$ cat src/rtl/srg_pkg.sv
// Shared types and helpers for the serial rate generator.
// Assumes the control byte layout described in the brief.
package srg_pkg;

    typedef enum logic [1:0] {
        MODE_ASYNC    = 2'b00,
        MODE_SYNC     = 2'b01,
        MODE_CARD     = 2'b10,
        MODE_CARD_ALT = 2'b11
    } srg_mode_e;

    localparam int unsigned BITCNT_W = 9;

    // Number of basic-clock periods that make up one bit interval.
    function automatic logic [BITCNT_W-1:0] basics_per_bit(
        input srg_mode_e  mode,
        input logic       fast,
        input logic [1:0] card_sel
    );
        logic [BITCNT_W-1:0] k;
        case (mode)
            MODE_ASYNC: k = fast ? BITCNT_W'(8) : BITCNT_W'(16);
            MODE_SYNC:  k = BITCNT_W'(2);
            default: begin
                case (card_sel)
                    2'b00:   k = BITCNT_W'(32);
                    2'b01:   k = BITCNT_W'(64);
                    2'b10:   k = BITCNT_W'(372);
                    default: k = BITCNT_W'(256);
                endcase
            end
        endcase
        return k;
    endfunction

endpackage

$ cat src/rtl/srg_regs.sv
// Register pair for the rate generator: rate value and control byte.
// Any write produces a one-cycle restart pulse that clears the counters.
// Assumes one write port; reads are combinational.
module srg_regs
    import srg_pkg::*;
#(
    parameter int unsigned RATE_W = 8
) (
    input  logic              clk,
    input  logic              rst_n,
    input  logic              cfg_we,
    input  logic              cfg_addr,
    input  logic [7:0]        cfg_wdata,
    output logic [7:0]        cfg_rdata,
    output logic [RATE_W-1:0] rate_n,
    output logic [1:0]        psel,
    output srg_mode_e         mode,
    output logic              fast,
    output logic [1:0]        card_sel,
    output logic              restart
);

    localparam logic [7:0] CTRL_MASK = 8'h7F;

    logic [RATE_W-1:0] rate_q;
    logic [7:0]        ctrl_q;

    // Capture register writes; synchronous reset to the documented values.
    always_ff @(posedge clk) begin
        if (!rst_n) begin
            rate_q <= '1;
            ctrl_q <= '0;
        end else if (cfg_we) begin
            if (cfg_addr) ctrl_q <= cfg_wdata & CTRL_MASK;
            else          rate_q <= cfg_wdata[RATE_W-1:0];
        end
    end

    // Read mux and field split.
    always_comb begin
        cfg_rdata = cfg_addr ? ctrl_q : 8'(rate_q);
        rate_n    = rate_q;
        psel      = ctrl_q[1:0];
        mode      = srg_mode_e'(ctrl_q[3:2]);
        fast      = ctrl_q[4];
        card_sel  = ctrl_q[6:5];
        restart   = cfg_we;
    end


    rate_reset_chk: assert property (@(posedge clk) disable iff (!rst_n)
        $past(!rst_n) |-> (rate_q == '1 && ctrl_q == 8'h00));

    rate_write_chk: assert property (@(posedge clk) disable iff (!rst_n)
        (cfg_we && !cfg_addr) |=> (rate_q == $past(cfg_wdata[RATE_W-1:0])));

    ctrl_top_bit_chk: assert property (@(posedge clk) disable iff (!rst_n)
        (cfg_we && cfg_addr) |=> (ctrl_q[7] == 1'b0));

endmodule

$ cat src/rtl/srg_divider.sv
// Basic-clock divider: prescaler by 4^n, rate counter by N+1, then a
// half stage, giving one sample strobe every 2*4^n*(N+1) clocks.
// Assumes psel and rate_n change only together with a clear pulse.
module srg_divider #(
    parameter int unsigned RATE_W = 8,
    parameter int unsigned PSEL_W = 2
) (
    input  logic              clk,
    input  logic              rst_n,
    input  logic              clear,
    input  logic              en,
    input  logic [RATE_W-1:0] rate_n,
    input  logic [PSEL_W-1:0] psel,
    output logic              basic_tick
);

    localparam int unsigned PRE_W = 2 * ((1 << PSEL_W) - 1);

    logic [PRE_W-1:0]  pre_cnt;
    logic [PRE_W-1:0]  pre_lim;
    logic [PRE_W:0]    pre_span;
    logic [RATE_W-1:0] rate_cnt;
    logic              half_q;
    logic              pre_last;
    logic              rate_last;

    // Prescaler terminal value 4^n - 1 and stage end flags.
    always_comb begin
        pre_span   = (PRE_W+1)'(1) << {psel, 1'b0};
        pre_lim    = PRE_W'(pre_span - 1'b1);
        pre_last   = (pre_cnt == pre_lim);
        rate_last  = (rate_cnt == rate_n);
        basic_tick = en && pre_last && rate_last && half_q;
    end

    // Advance the three stages; reset, clear or disable returns them to zero.
    always_ff @(posedge clk) begin
        if (!rst_n || clear || !en) begin
            pre_cnt  <= '0;
            rate_cnt <= '0;
            half_q   <= 1'b0;
        end else begin
            pre_cnt <= pre_last ? '0 : pre_cnt + 1'b1;
            if (pre_last) begin
                if (rate_last) begin
                    rate_cnt <= '0;
                    half_q   <= ~half_q;
                end else begin
                    rate_cnt <= rate_cnt + 1'b1;
                end
            end
        end
    end


    basic_single_chk: assert property (@(posedge clk) disable iff (!rst_n)
        basic_tick |=> !basic_tick);

    basic_after_clear_chk: assert property (@(posedge clk) disable iff (!rst_n)
        clear |=> !basic_tick);

    count_range_chk: assert property (@(posedge clk) disable iff (!rst_n)
        (pre_cnt <= pre_lim) && (rate_cnt <= rate_n));

    hold_zero_chk: assert property (@(posedge clk) disable iff (!rst_n)
        !en |=> (pre_cnt == '0 && rate_cnt == '0 && !half_q));

endmodule

$ cat src/rtl/srg_bitcount.sv
// Bit interval counter: counts sample strobes and emits a bit strobe on
// the last basic period of each bit. The count per bit follows the mode.
// Assumes basic_tick is already gated by the enable.
module srg_bitcount
    import srg_pkg::*;
(
    input  logic       clk,
    input  logic       rst_n,
    input  logic       clear,
    input  logic       en,
    input  logic       basic_tick,
    input  srg_mode_e  mode,
    input  logic       fast,
    input  logic [1:0] card_sel,
    output logic       bit_tick
);

    logic [BITCNT_W-1:0] bit_cnt;
    logic [BITCNT_W-1:0] bit_lim;

    // Last basic period index for the current mode.
    always_comb begin
        bit_lim  = basics_per_bit(mode, fast, card_sel) - 1'b1;
        bit_tick = basic_tick && (bit_cnt == bit_lim);
    end

    // Count sample strobes within a bit; wrap on the bit strobe.
    always_ff @(posedge clk) begin
        if (!rst_n || clear || !en) begin
            bit_cnt <= '0;
        end else if (basic_tick) begin
            bit_cnt <= bit_tick ? '0 : bit_cnt + 1'b1;
        end
    end


    bit_wrap_chk: assert property (@(posedge clk) disable iff (!rst_n)
        bit_tick |=> (bit_cnt == '0));

    bit_range_chk: assert property (@(posedge clk) disable iff (!rst_n)
        bit_cnt <= bit_lim);

endmodule

$ cat src/rtl/serial_rate_gen.sv
// Top of the per-channel serial rate generator: registers, basic-clock
// divider and bit interval counter. One instance serves one channel.
// Assumes a single clock domain and synchronous active-low reset.
module serial_rate_gen
    import srg_pkg::*;
#(
    parameter int unsigned RATE_W = 8
) (
    input  logic       clk,
    input  logic       rst_n,
    input  logic       en,
    input  logic       cfg_we,
    input  logic       cfg_addr,
    input  logic [7:0] cfg_wdata,
    output logic [7:0] cfg_rdata,
    output logic       sample_tick,
    output logic       bit_tick
);

    localparam int unsigned PSEL_W = 2;

    logic [RATE_W-1:0] rate_n;
    logic [PSEL_W-1:0] psel;
    srg_mode_e         mode;
    logic              fast;
    logic [1:0]        card_sel;
    logic              restart;

    srg_regs #(.RATE_W(RATE_W)) u_regs (
        .clk       (clk),
        .rst_n     (rst_n),
        .cfg_we    (cfg_we),
        .cfg_addr  (cfg_addr),
        .cfg_wdata (cfg_wdata),
        .cfg_rdata (cfg_rdata),
        .rate_n    (rate_n),
        .psel      (psel),
        .mode      (mode),
        .fast      (fast),
        .card_sel  (card_sel),
        .restart   (restart)
    );

    srg_divider #(.RATE_W(RATE_W), .PSEL_W(PSEL_W)) u_div (
        .clk        (clk),
        .rst_n      (rst_n),
        .clear      (restart),
        .en         (en),
        .rate_n     (rate_n),
        .psel       (psel),
        .basic_tick (sample_tick)
    );

    srg_bitcount u_bits (
        .clk        (clk),
        .rst_n      (rst_n),
        .clear      (restart),
        .en         (en),
        .basic_tick (sample_tick),
        .mode       (mode),
        .fast       (fast),
        .card_sel   (card_sel),
        .bit_tick   (bit_tick)
    );


    bit_on_sample_chk: assert property (@(posedge clk) disable iff (!rst_n)
        bit_tick |-> sample_tick);

    bit_single_chk: assert property (@(posedge clk) disable iff (!rst_n)
        bit_tick |=> !bit_tick);

    quiet_when_off_chk: assert property (@(posedge clk) disable iff (!rst_n)
        $past(!en) |-> !bit_tick);

endmodule

$ cat config.mk
export PLATFORM = sky130hd
export DESIGN_NAME = serial_rate_gen
export DESIGN_NICKNAME = d
export VERILOG_FILES = /design/src/rtl/srg_pkg.sv /design/src/rtl/srg_regs.sv /design/src/rtl/srg_divider.sv /design/src/rtl/srg_bitcount.sv /design/src/rtl/serial_rate_gen.sv
export SDC_FILE = /design/constraint.sdc
export NUM_CORES = 1
export LEC_CHECK = 0
export BUFFER_PORTS_ARGS = -buffer_cell sky130_fd_sc_hd__buf_2
export CAP_MARGIN = 20
export CORE_UTILIZATION = 58
export DETAILED_ROUTE_END_ITERATION = 10
export PLACE_DENSITY = 0.77
export SETUP_SLACK_MARGIN = 0.05
export SLEW_MARGIN = 20
export SYNTH_ARGS = -nofsm -noshare
export SYNTH_HDL_FRONTEND = slang
export SYNTH_SLANG_ARGS = --single-unit
$ cat constraint.sdc
create_clock -name clk -period 2.6 [get_ports clk]
set_input_delay 0.39 -clock clk [delete_from_list [all_inputs] [get_ports clk]]
set_output_delay 0.39 -clock clk [all_outputs]
set_load 0.01 [all_outputs]
== Yosys cells after proc, flatten, opt, wreduce, memory -nomap -nowiden ==
Index checks and enable logic that the tools add are counted.

* Input port bits: 13
* Register bits after elaboration: 39
* Word-level logic and storage cells: 40

* Reduce and logical (&&, ||, !) cells: 14
* Bitwise logic cells: 2
* Add/subtract/negate cells: 5
* Shift-type cells: 1
* Muxes and demuxes: 6
* Equality and inequality tests: 6

{| class="wikitable"
|+ Operators with widths
! kind !! count
|-
| 9-bit case mux with 3 select lines || 1
|-
| 9-bit case mux with 2 select lines || 1
|-
| 8-bit 2-to-1 mux || 2
|-
| 9-bit by 1-bit adder with 9-bit output (second input constant) || 1
|-
| 9-bit == test || 1
|-
| 9-bit 2-to-1 mux || 1
|-
| 9-bit by 1-bit subtractor with 9-bit output (second input constant) || 1
|-
| 8-bit by 1-bit adder with 8-bit output (second input constant) || 1
|-
| 8-bit == test || 1
|-
| 6-bit by 1-bit adder with 6-bit output (second input constant) || 1
|-
| 6-bit == test || 1
|-
| 2-bit AND reduction || 3
|-
| 1-bit by 3-bit << shifter with 6-bit output (first input constant) || 1
|-
| 6-bit by 1-bit subtractor with 6-bit output (second input constant) || 1
|-
| 5-bit 2-to-1 mux || 1
|-
| 2-bit by 1-bit == test with 1-bit output (second input constant) || 2
|-
| 1-bit logical AND || 4
|-
| 2-bit logical NOT || 2
|-
| 2-bit == test (second input constant) || 1
|-
| 1-bit logical NOT || 2
|-
| 1-bit logical OR || 2
|-
| 1-bit NOT || 2
|-
| 2-bit OR reduction || 1
|}

== Longest topological paths before layout ==
Gate-level depths: netlist (run 1).

* Word-level depth: 8
* Mapped depth: 8
* Depth with buffers taken out: 8

== By module ==
From an unflattened synthesis (run 1), not the netlist that was laid out.

* Cell total of the unflattened synthesis: 259
* Area, all modules: 2323.5 um^2

{| class="wikitable"
|+ By module, submodules not included
! module !! cells each !! times used !! sequential area each (um^2) !! area each (um^2)
|-
| srg_divider || 93 || 1 || 300.3 || 904.6
|-
| srg_regs || 86 || 1 || 300.3 || 733.2
|-
| srg_bitcount || 80 || 1 || 180.2 || 685.7
|}

== Least setup slack after synthesis (run 1) ==
Ideal clock, no wire load.

* Path kind: register to output
* From: register u_div.pre_cnt[2]
* To: output port bit_tick
* Path slack: 407 ps
* Cell stages (with the launch flop): 6
* Data arrival time: 1803 ps
* Cell sequence: dfxtp_1 > or4_1 > nor2_2 > o22ai_1 > clkbuf_1 > nor4_1

* Longest elaborated chain between the ends: 5

{| class="wikitable"
|+ RTL lines
! item !! RTL line !! RTL
|-
| start: declaration || srg_divider.sv:19 || <nowiki>logic [PRE_W-1:0] pre_cnt;</nowiki>
|-
| start signal: assignment || srg_divider.sv:43 || <nowiki>pre_cnt <= pre_last ? '0 : pre_cnt + 1'b1;</nowiki>
|-
| 6-bit == test || srg_divider.sv:31 || <nowiki>pre_last = (pre_cnt == pre_lim);</nowiki>
|-
| 1-bit logical AND (3 in a row) || srg_divider.sv:33 || <nowiki>basic_tick = en && pre_last && rate_last && half_q;</nowiki>
|-
| 1-bit logical AND || srg_bitcount.sv:24 || <nowiki>bit_tick = basic_tick && (bit_cnt == bit_lim);</nowiki>
|-
| end: declaration || serial_rate_gen.sv:17 || <nowiki>output logic bit_tick</nowiki>
|}

No other way between the ends.

== Worst setup path in the final report (run 1) ==
* From: register u_regs.ctrl_q[5]
* To: output port bit_tick

* Longest elaborated chain between the ends: 6

{| class="wikitable"
|+ RTL lines
! item !! RTL line !! RTL
|-
| start: declaration || srg_regs.sv:26 || <nowiki>logic [7:0] ctrl_q;</nowiki>
|-
| start signal: assignment || srg_regs.sv:34 || <nowiki>if (cfg_addr) ctrl_q <= cfg_wdata & CTRL_MASK;</nowiki>
|-
| 2-bit == test, or another cell as far along || srg_pkg.sv:25 || <nowiki>case (card_sel)</nowiki>
|-
| 9-bit case mux with 3 select lines * || srg_pkg.sv:25 ||
|-
| 9-bit case mux with 2 select lines * || srg_pkg.sv:21 || <nowiki>case (mode)</nowiki>
|-
| 9-bit by 1-bit subtractor with 9-bit output * || srg_bitcount.sv:23 || <nowiki>bit_lim = basics_per_bit(mode, fast, card_sel) - 1'b1;</nowiki>
|-
| 9-bit == test * || srg_bitcount.sv:24 ||
|-
| 1-bit logical AND * || srg_bitcount.sv:24 ||
|}

Every way passes the cells marked *; elsewhere a longest branch is shown, timed or not.

==> run_results.csv, run 1 <==
group,metric,value,unit
clock_network,clockBufferDepth,2,
cells_and_area,final_cell_mix,"dfxtp_1, nand2_1, nand3_1, nor2_1, buf_2",
cells_and_area,ff_latch_area,790.8,um^2
global_route,grt_max_degree,19,
critical_path,cp_slowest_stage_delay,360,ps
detailed_routing,drt_wl_total,4673,um
power,swShare,23.03,%
critical_path,slowest_stage,"dfxtp_4",
global_route,track_usage,25.64,%
detailed_routing,drtPass1Iterations,4,
critical_path,worstSetupPathType,"register to output port",
floorplan,core_area,0.003442,mm^2
synth,yosysTopAreaCell,"dfxtp_1",
timing,final.setup.tns,0,ps
timing,hold_viol,0,
floorplan,die_h,62.93,um
timing,worstMarginPinSlew,559.2,ps
detailed_routing,viasPerCell,5.589,
detailed_routing,dr_total_vias,1850,
job,drv_cap,0,
power,finalPower,1.371,mW
timing,finClkSkew,9.743,ps
floorplan,die_x,62.93,um
clock_network,cts_tree,"built",
critical_path,cp_cell_sequence,"ha_1 -> o21bai_4 -> and4b_1 -> nor4_1 -> o211ai_1 -> nor4_1 -> buf_2",
placed_design,dp_hpwl,3319,um
synth,synth_edf_count,0,
clock_network,postCtsHoldBufs,0,
floorplan,die_area,0.003960,mm^2
power,intPower,1.055,mW
synth,syn_nets,283,
timing,maxClockFrequency,0.4090,GHz
power,p_leak,0.9351,nW
critical_path,crit_fanout,5,
detailed_routing,drt-initial-drc-count,109,
critical_path,cp-end-kind,"output port",
power,cellPowerDensity,545.3,mW/mm^2
clock_network,root_buffer,"clkbuf_8",
synth,synth_area_leaders,"dfxtp_1, xor2_1, nand3_1",
synth,ys_seq_elements,39,
critical_path,cpMostUsedCell,"nor4_1",
cells_and_area,multi_input_area,0.001365,mm^2
min_path,hold_class,"primary input to register",
detailed_routing,wl_per_cell,14.12,um
outcome,outcome,"completed",
clock_network,htree_levels,2,
synth,synth_cells,263,
clock_network,cts_buffers,5,
synth,synth_top_area_share,36.26,%
synth,avgSynthCellArea,8.188,um^2
floorplan,rows,21,
timing,slew_headroom,62.64,%
clock_network,clk_transition_reported_paths,80,ps
cells_and_area,drive_above_1_share,21.05,%
floorplan,boundaryPins,23,
synth,ys.warnings.count,0,
timing,setup_viol,0,
global_route,grt_pass1_wl,8052,um
timing,fin_crit_sh,94.04,%
placed_design,io_buffers,22,
cells_and_area,mostFrequentLayoutCell,"dfxtp_1",
cells_and_area,layout.nets,304,
timing,slew_violations,0,
power,seq_power_share,46.0,%
floorplan,start_util,62.56,%
cells_and_area,area_delta_synth_final,16.79,%
critical_path,required,2210,ps
placed_design,place_congestion,0.8910,
synth,synthFlopType,"dfxtp_1",
power,clockPowerShare,44.0,%
global_route,grt_overflow,0,
power,vdd_drop_max,342.1,uV
power,power.switching,0.3158,mW
critical_path,worstPathArrival,2060,ps
synth,yosysUniqueCellTypes,42,
clock_network,insertion_delay,300,ps
timing,min_period,2445,ps
clock_network,cts.sinks,39,
power,comb_power_share,10.1,%
global_route,grt_antenna_before_repair,0,
detailed_routing,drtAntennaViolNets,0,
cells_and_area,num_antenna_cells,0,
critical_path,cp-start-kind,"register",
synth,syn_area,0.002153,mm^2
synth,async_reset_ff_share,0,%
synth,ys_seq_area_share,36.26,%
detailed_routing,drc_errors,0,
cells_and_area,nFillCells,282,
global_route,grt_pass1_vias,1756,
-- sequential cells by signal, indices dropped and copies added (netlist names) --
| name | count |
|---|---|
| u_div.pre_cnt | 6 |
| u_div.rate_cnt | 8 |
| u_regs.rate_n | 8 |
| u_bits.bit_cnt | 9 |
| u_regs.ctrl_q | 7 |
| u_div.half_q | 1 |
-- through the flow --
step	setup slack [ps]	cells	hold slack (ps)	utilization, %	instance area [um^2]
floorplan	406.5	263	448.5	-	2153
finish	154.8	331	313.7	73.06	2515
global placement	326.2	321	473.7	66.41	2286
global route	-6.140	331	314.3	73.06	2515
CTS	61.10	330	316.3	71.32	2455
detailed placement	261.7	321	484.3	66.41	2286
-- worst paths after layout --
kind	cells past startpoint	end	startpoint	slack (ps)
max	7	bit_tick	u_regs.ctrl_q[5]	150
min	3	u_regs.rate_n[7]	cfg_wdata[7]	310
max reg2reg	9	u_bits.bit_cnt[2]	u_regs.ctrl_q[5]	230
min reg2reg	2	u_regs.rate_n[2]	u_regs.rate_n[2]	500
-- layer usage --
metal,global-route usage [%],up-vias,routed length [um]
met5,0,-,0
met4,8.140,0,75
met3,5.292,6,189
met2,39.52,36,2119
met1,35.43,847,2289
li1,-,961,-
-- worst max-delay path: cells and delay by family (launching register included) --
| kind | cells | cell delay [ps] |
|---|---|---|
| compound gates | 2 | 360 |
| flops | 1 | 360 |
| fa+ha+maj | 1 | 220 |
| simple gates | 3 | 640 |
| buf+inv | 1 | 180 |
-- power by group through the flow --
stage | clock network (mW) | logic (mW) | registers [mW]
4_1_cts | 0.611 | 0.131 | 0.631
2_1_floorplan | 0 | 0.0919 | 0.637
5_1_grt | 0.632 | 0.155 | 0.633
3_5_place_dp | 0 | 0.128 | 0.644
6_report | 0.603 | 0.138 | 0.630
3_3_place_gp | 0 | 0.127 | 0.644
-- cells in the mapped netlist, types with 2 or more instances --
library cell	n
inv_1	8
clkbuf_1	10
xnor2_1	9
a21boi_0	7
nand2_1	32
or3_1	6
mux2_2	7
nand3b_1	3
o21bai_1	2
nand3_1	26
nand4_1	8
xor2_1	15
nor2b_1	4
ha_1	7
nor4_1	4
a21oi_1	9
mux2i_1	2
and2_1	2
o31ai_1	2
nor2_1	26
and4b_1	3
nand2b_1	2
o21ai_0	6
dfxtp_1	39
nor3_1	7
-- layout make-up --
class	instances	area share (%)
Timing Repair Buffer	25	5.274
Tap cell	46	2.289
Clock buffer	5	2.736
Sequential cell	39	31.44
Inverter	8	1.294
Multi-Input combinational cell	205	54.28
Clock inverter	3	2.687
-- repair_timing --
| action | CTS | global route |
|---|---|---|
| setup buffers | 1 | 1 |
| pin swaps | 2 | 4 |
| gates resized for setup | 8 | 13 |
| setup endpoints to repair | 1 | 1 |
-- logic make-up (layout without fill, tap and decap cells) --
logic type	count (synthesis)	count (layout)	share of synthesized area, %
xor gates and xnor gates	24	24	9.762
adders and majority gates	7	7	4.067
and+or+nand+nor	131	131	31.14
muxes	9	9	4.591
buffers and inverters	19	41	3.370
AOI/OAI and AO/OA	34	34	10.81
DFF	39	39	36.26
(Power assumes the default switching activity.)
==> run 2, diff against run 1 <==
--- a/config.mk
+++ b/config.mk
@@ -9,6 +9,7 @@
 export CAP_MARGIN = 20
 export CORE_UTILIZATION = 58
 export DETAILED_ROUTE_END_ITERATION = 10
+export MAX_ROUTING_LAYER = met4
 export PLACE_DENSITY = 0.77
 export SETUP_SLACK_MARGIN = 0.05
 export SLEW_MARGIN = 20
==> run_results.csv, run 2 (synthesis gave the netlist of run 1 again) <==
group,metric,value,unit
power,vdd_drop_max,342.6,uV
cells_and_area,finalNonFillerCells,331,
global_route,grt_max_degree,19,
detailed_routing,drtPass1Iterations,4,
critical_path,cpMostUsedCell,"nor4_1",
critical_path,worstPathArrival,2060,ps
global_route,track_usage,26.42,%
placed_design,dp_cells,321,
cells_and_area,mostFrequentLayoutCell,"dfxtp_1",
cells_and_area,largest_register_ffs,9,
cells_and_area,final_cell_area,0.002515,mm^2
clock_network,postCtsHoldBufs,0,
timing,slew_headroom,62.74,%
cells_and_area,final_cell_mix,"dfxtp_1, nand2_1, nand3_1, nor2_1, buf_2",
critical_path,slowest_stage,"dfxtp_4",
clock_network,insertion_delay,300,ps
timing,holdWs,313.9,ps
placed_design,dp_hpwl,3319,um
power,finalPower,1.371,mW
timing,maxClockFrequency,0.4080,GHz
critical_path,timing.rr.end,"u_bits.bit_cnt[2]",
cells_and_area,final_core_util,73.06,%
timing,hold_viol,0,
power,p_leak,0.9351,nW
timing,timing.final.ws_setup,148.7,ps
critical_path,regToRegStartpoint,"u_regs.ctrl_q[5]",
critical_path,reg2reg_slack,220,ps
detailed_routing,drtAntennaViolNets,0,
floorplan,rows,21,
min_path,hold_path_depth,3,
critical_path,crit_fanout,5,
global_route,grt_pass1_vias,1754,
global_route,grt_overflow,0,
detailed_routing,drt_wl_total,4697,um
timing,min_period,2451,ps
cells_and_area,top_register,"u_bits.bit_cnt",
floorplan,boundaryPins,23,
cells_and_area,nFillCells,282,
timing,fin_crit_sh,94.28,%
clock_network,cts.sinks,39,
timing,finClkSkew,9.797,ps
placed_design,dpl-instance-area,0.002286,mm^2
job,drv_cap,0,
timing,worstMarginPinSlew,557.8,ps
global_route,grt_pass1_wl,8052,um
clock_network,cts_tree,"built",
floorplan,core_area,0.003442,mm^2
cells_and_area,layout.nets,304,
critical_path,worstSetupPathType,"register to output port",
global_route,grt_antenna_before_repair,0,
min_path,hold_class,"primary input to register",
power,cellPowerDensity,545.1,mW/mm^2
clock_network,clk_transition_reported_paths,80,ps
outcome,outcome,"completed",
floorplan,die_x,62.93,um
placed_design,pre_cts_slack,261.7,ps
placed_design,io_buffers,22,
critical_path,cp_slowest_stage_delay,360,ps
cells_and_area,area_delta_synth_final,16.79,%
detailed_routing,drc_errors,0,
detailed_routing,viasPerCell,5.595,
timing,final.setup.tns,0,ps
floorplan,die_area,0.003960,mm^2
cells_and_area,drive_above_1_share,21.05,%
clock_network,cts_buffers,5,
timing,setup_viol,0,
detailed_routing,wl_per_cell,14.19,um
detailed_routing,dr_total_vias,1852,
clock_network,root_buffer,"clkbuf_8",
detailed_routing,drt-initial-drc-count,120,
min_path,min_to,"u_regs.rate_n[7]",
min_path,hp-start,"cfg_wdata[7]",
critical_path,required,2210,ps
critical_path,cp-start-kind,"register",
timing,slew_violations,0,
critical_path,r2r_cells,9,
placed_design,place_congestion,0.9061,
floorplan,die_h,62.93,um
clock_network,htree_levels,2,
cells_and_area,num_antenna_cells,0,
critical_path,cp_cell_sequence,"ha_1 -> o21bai_4 -> and4b_1 -> nor4_1 -> o211ai_1 -> nor4_1 -> buf_2",
floorplan,start_util,62.56,%
critical_path,cp-end-kind,"output port",
clock_network,clockBufferDepth,2,
## run 2: critical path, delay by kind of cell (launching register included)
kind,cells,cell delay [ps]
buf+inv,1,180
simple gates,3,650
compound gates,2,370
fa+ha+maj,1,220
flops,1,360
## run 2: worst max-delay path by stage
| stage | start | endpoint | cells past startpoint |
|---|---|---|---|
| floorplan | u_div.pre_cnt[2] | bit_tick | 5 |
| global placement | u_regs.ctrl_q[6] | bit_tick | 7 |
| detailed placement | u_regs.ctrl_q[5] | bit_tick | 8 |
| CTS | u_regs.ctrl_q[5] | bit_tick | 8 |
| global route | u_regs.ctrl_q[5] | bit_tick | 8 |
| finish | u_regs.ctrl_q[5] | bit_tick | 7 |
## run 2: repair_timing
action | in CTS | in global routing
pin swaps | 2 | 4
hold endpoints to repair | 0 | 0
gates cloned | 0 | 0
setup endpoints to repair | 1 | 1
resized for setup | 8 | 13
setup buffers | 1 | 1
## run 2: where the power goes
group | leakage (nW) | internal [mW] | switching, mW
combinational | 0.551 | 0.0620 | 0.0756
clock | 0.0644 | 0.383 | 0.220
sequential | 0.319 | 0.611 | 0.0195
total | 0.935 | 1.06 | 0.315
## run 2: layer usage
layer,track usage [%],share of wire (%),wire (um)
met4,8.140,1.4,66
met2,39.52,46,2156
met3,5.292,4.4,206
met1,35.55,48,2268
met5,-,0,0
## run 2: final cells by class
type	count	area, um^2	area share (%)
Tap cell	46	57.56	2.289
Clock buffer	5	68.82	2.736
Clock inverter	3	67.56	2.687
Timing Repair Buffer	25	132.6	5.274
Inverter	8	32.53	1.294
Sequential cell	39	790.8	31.44
Multi-Input combinational cell	205	1365	54.28
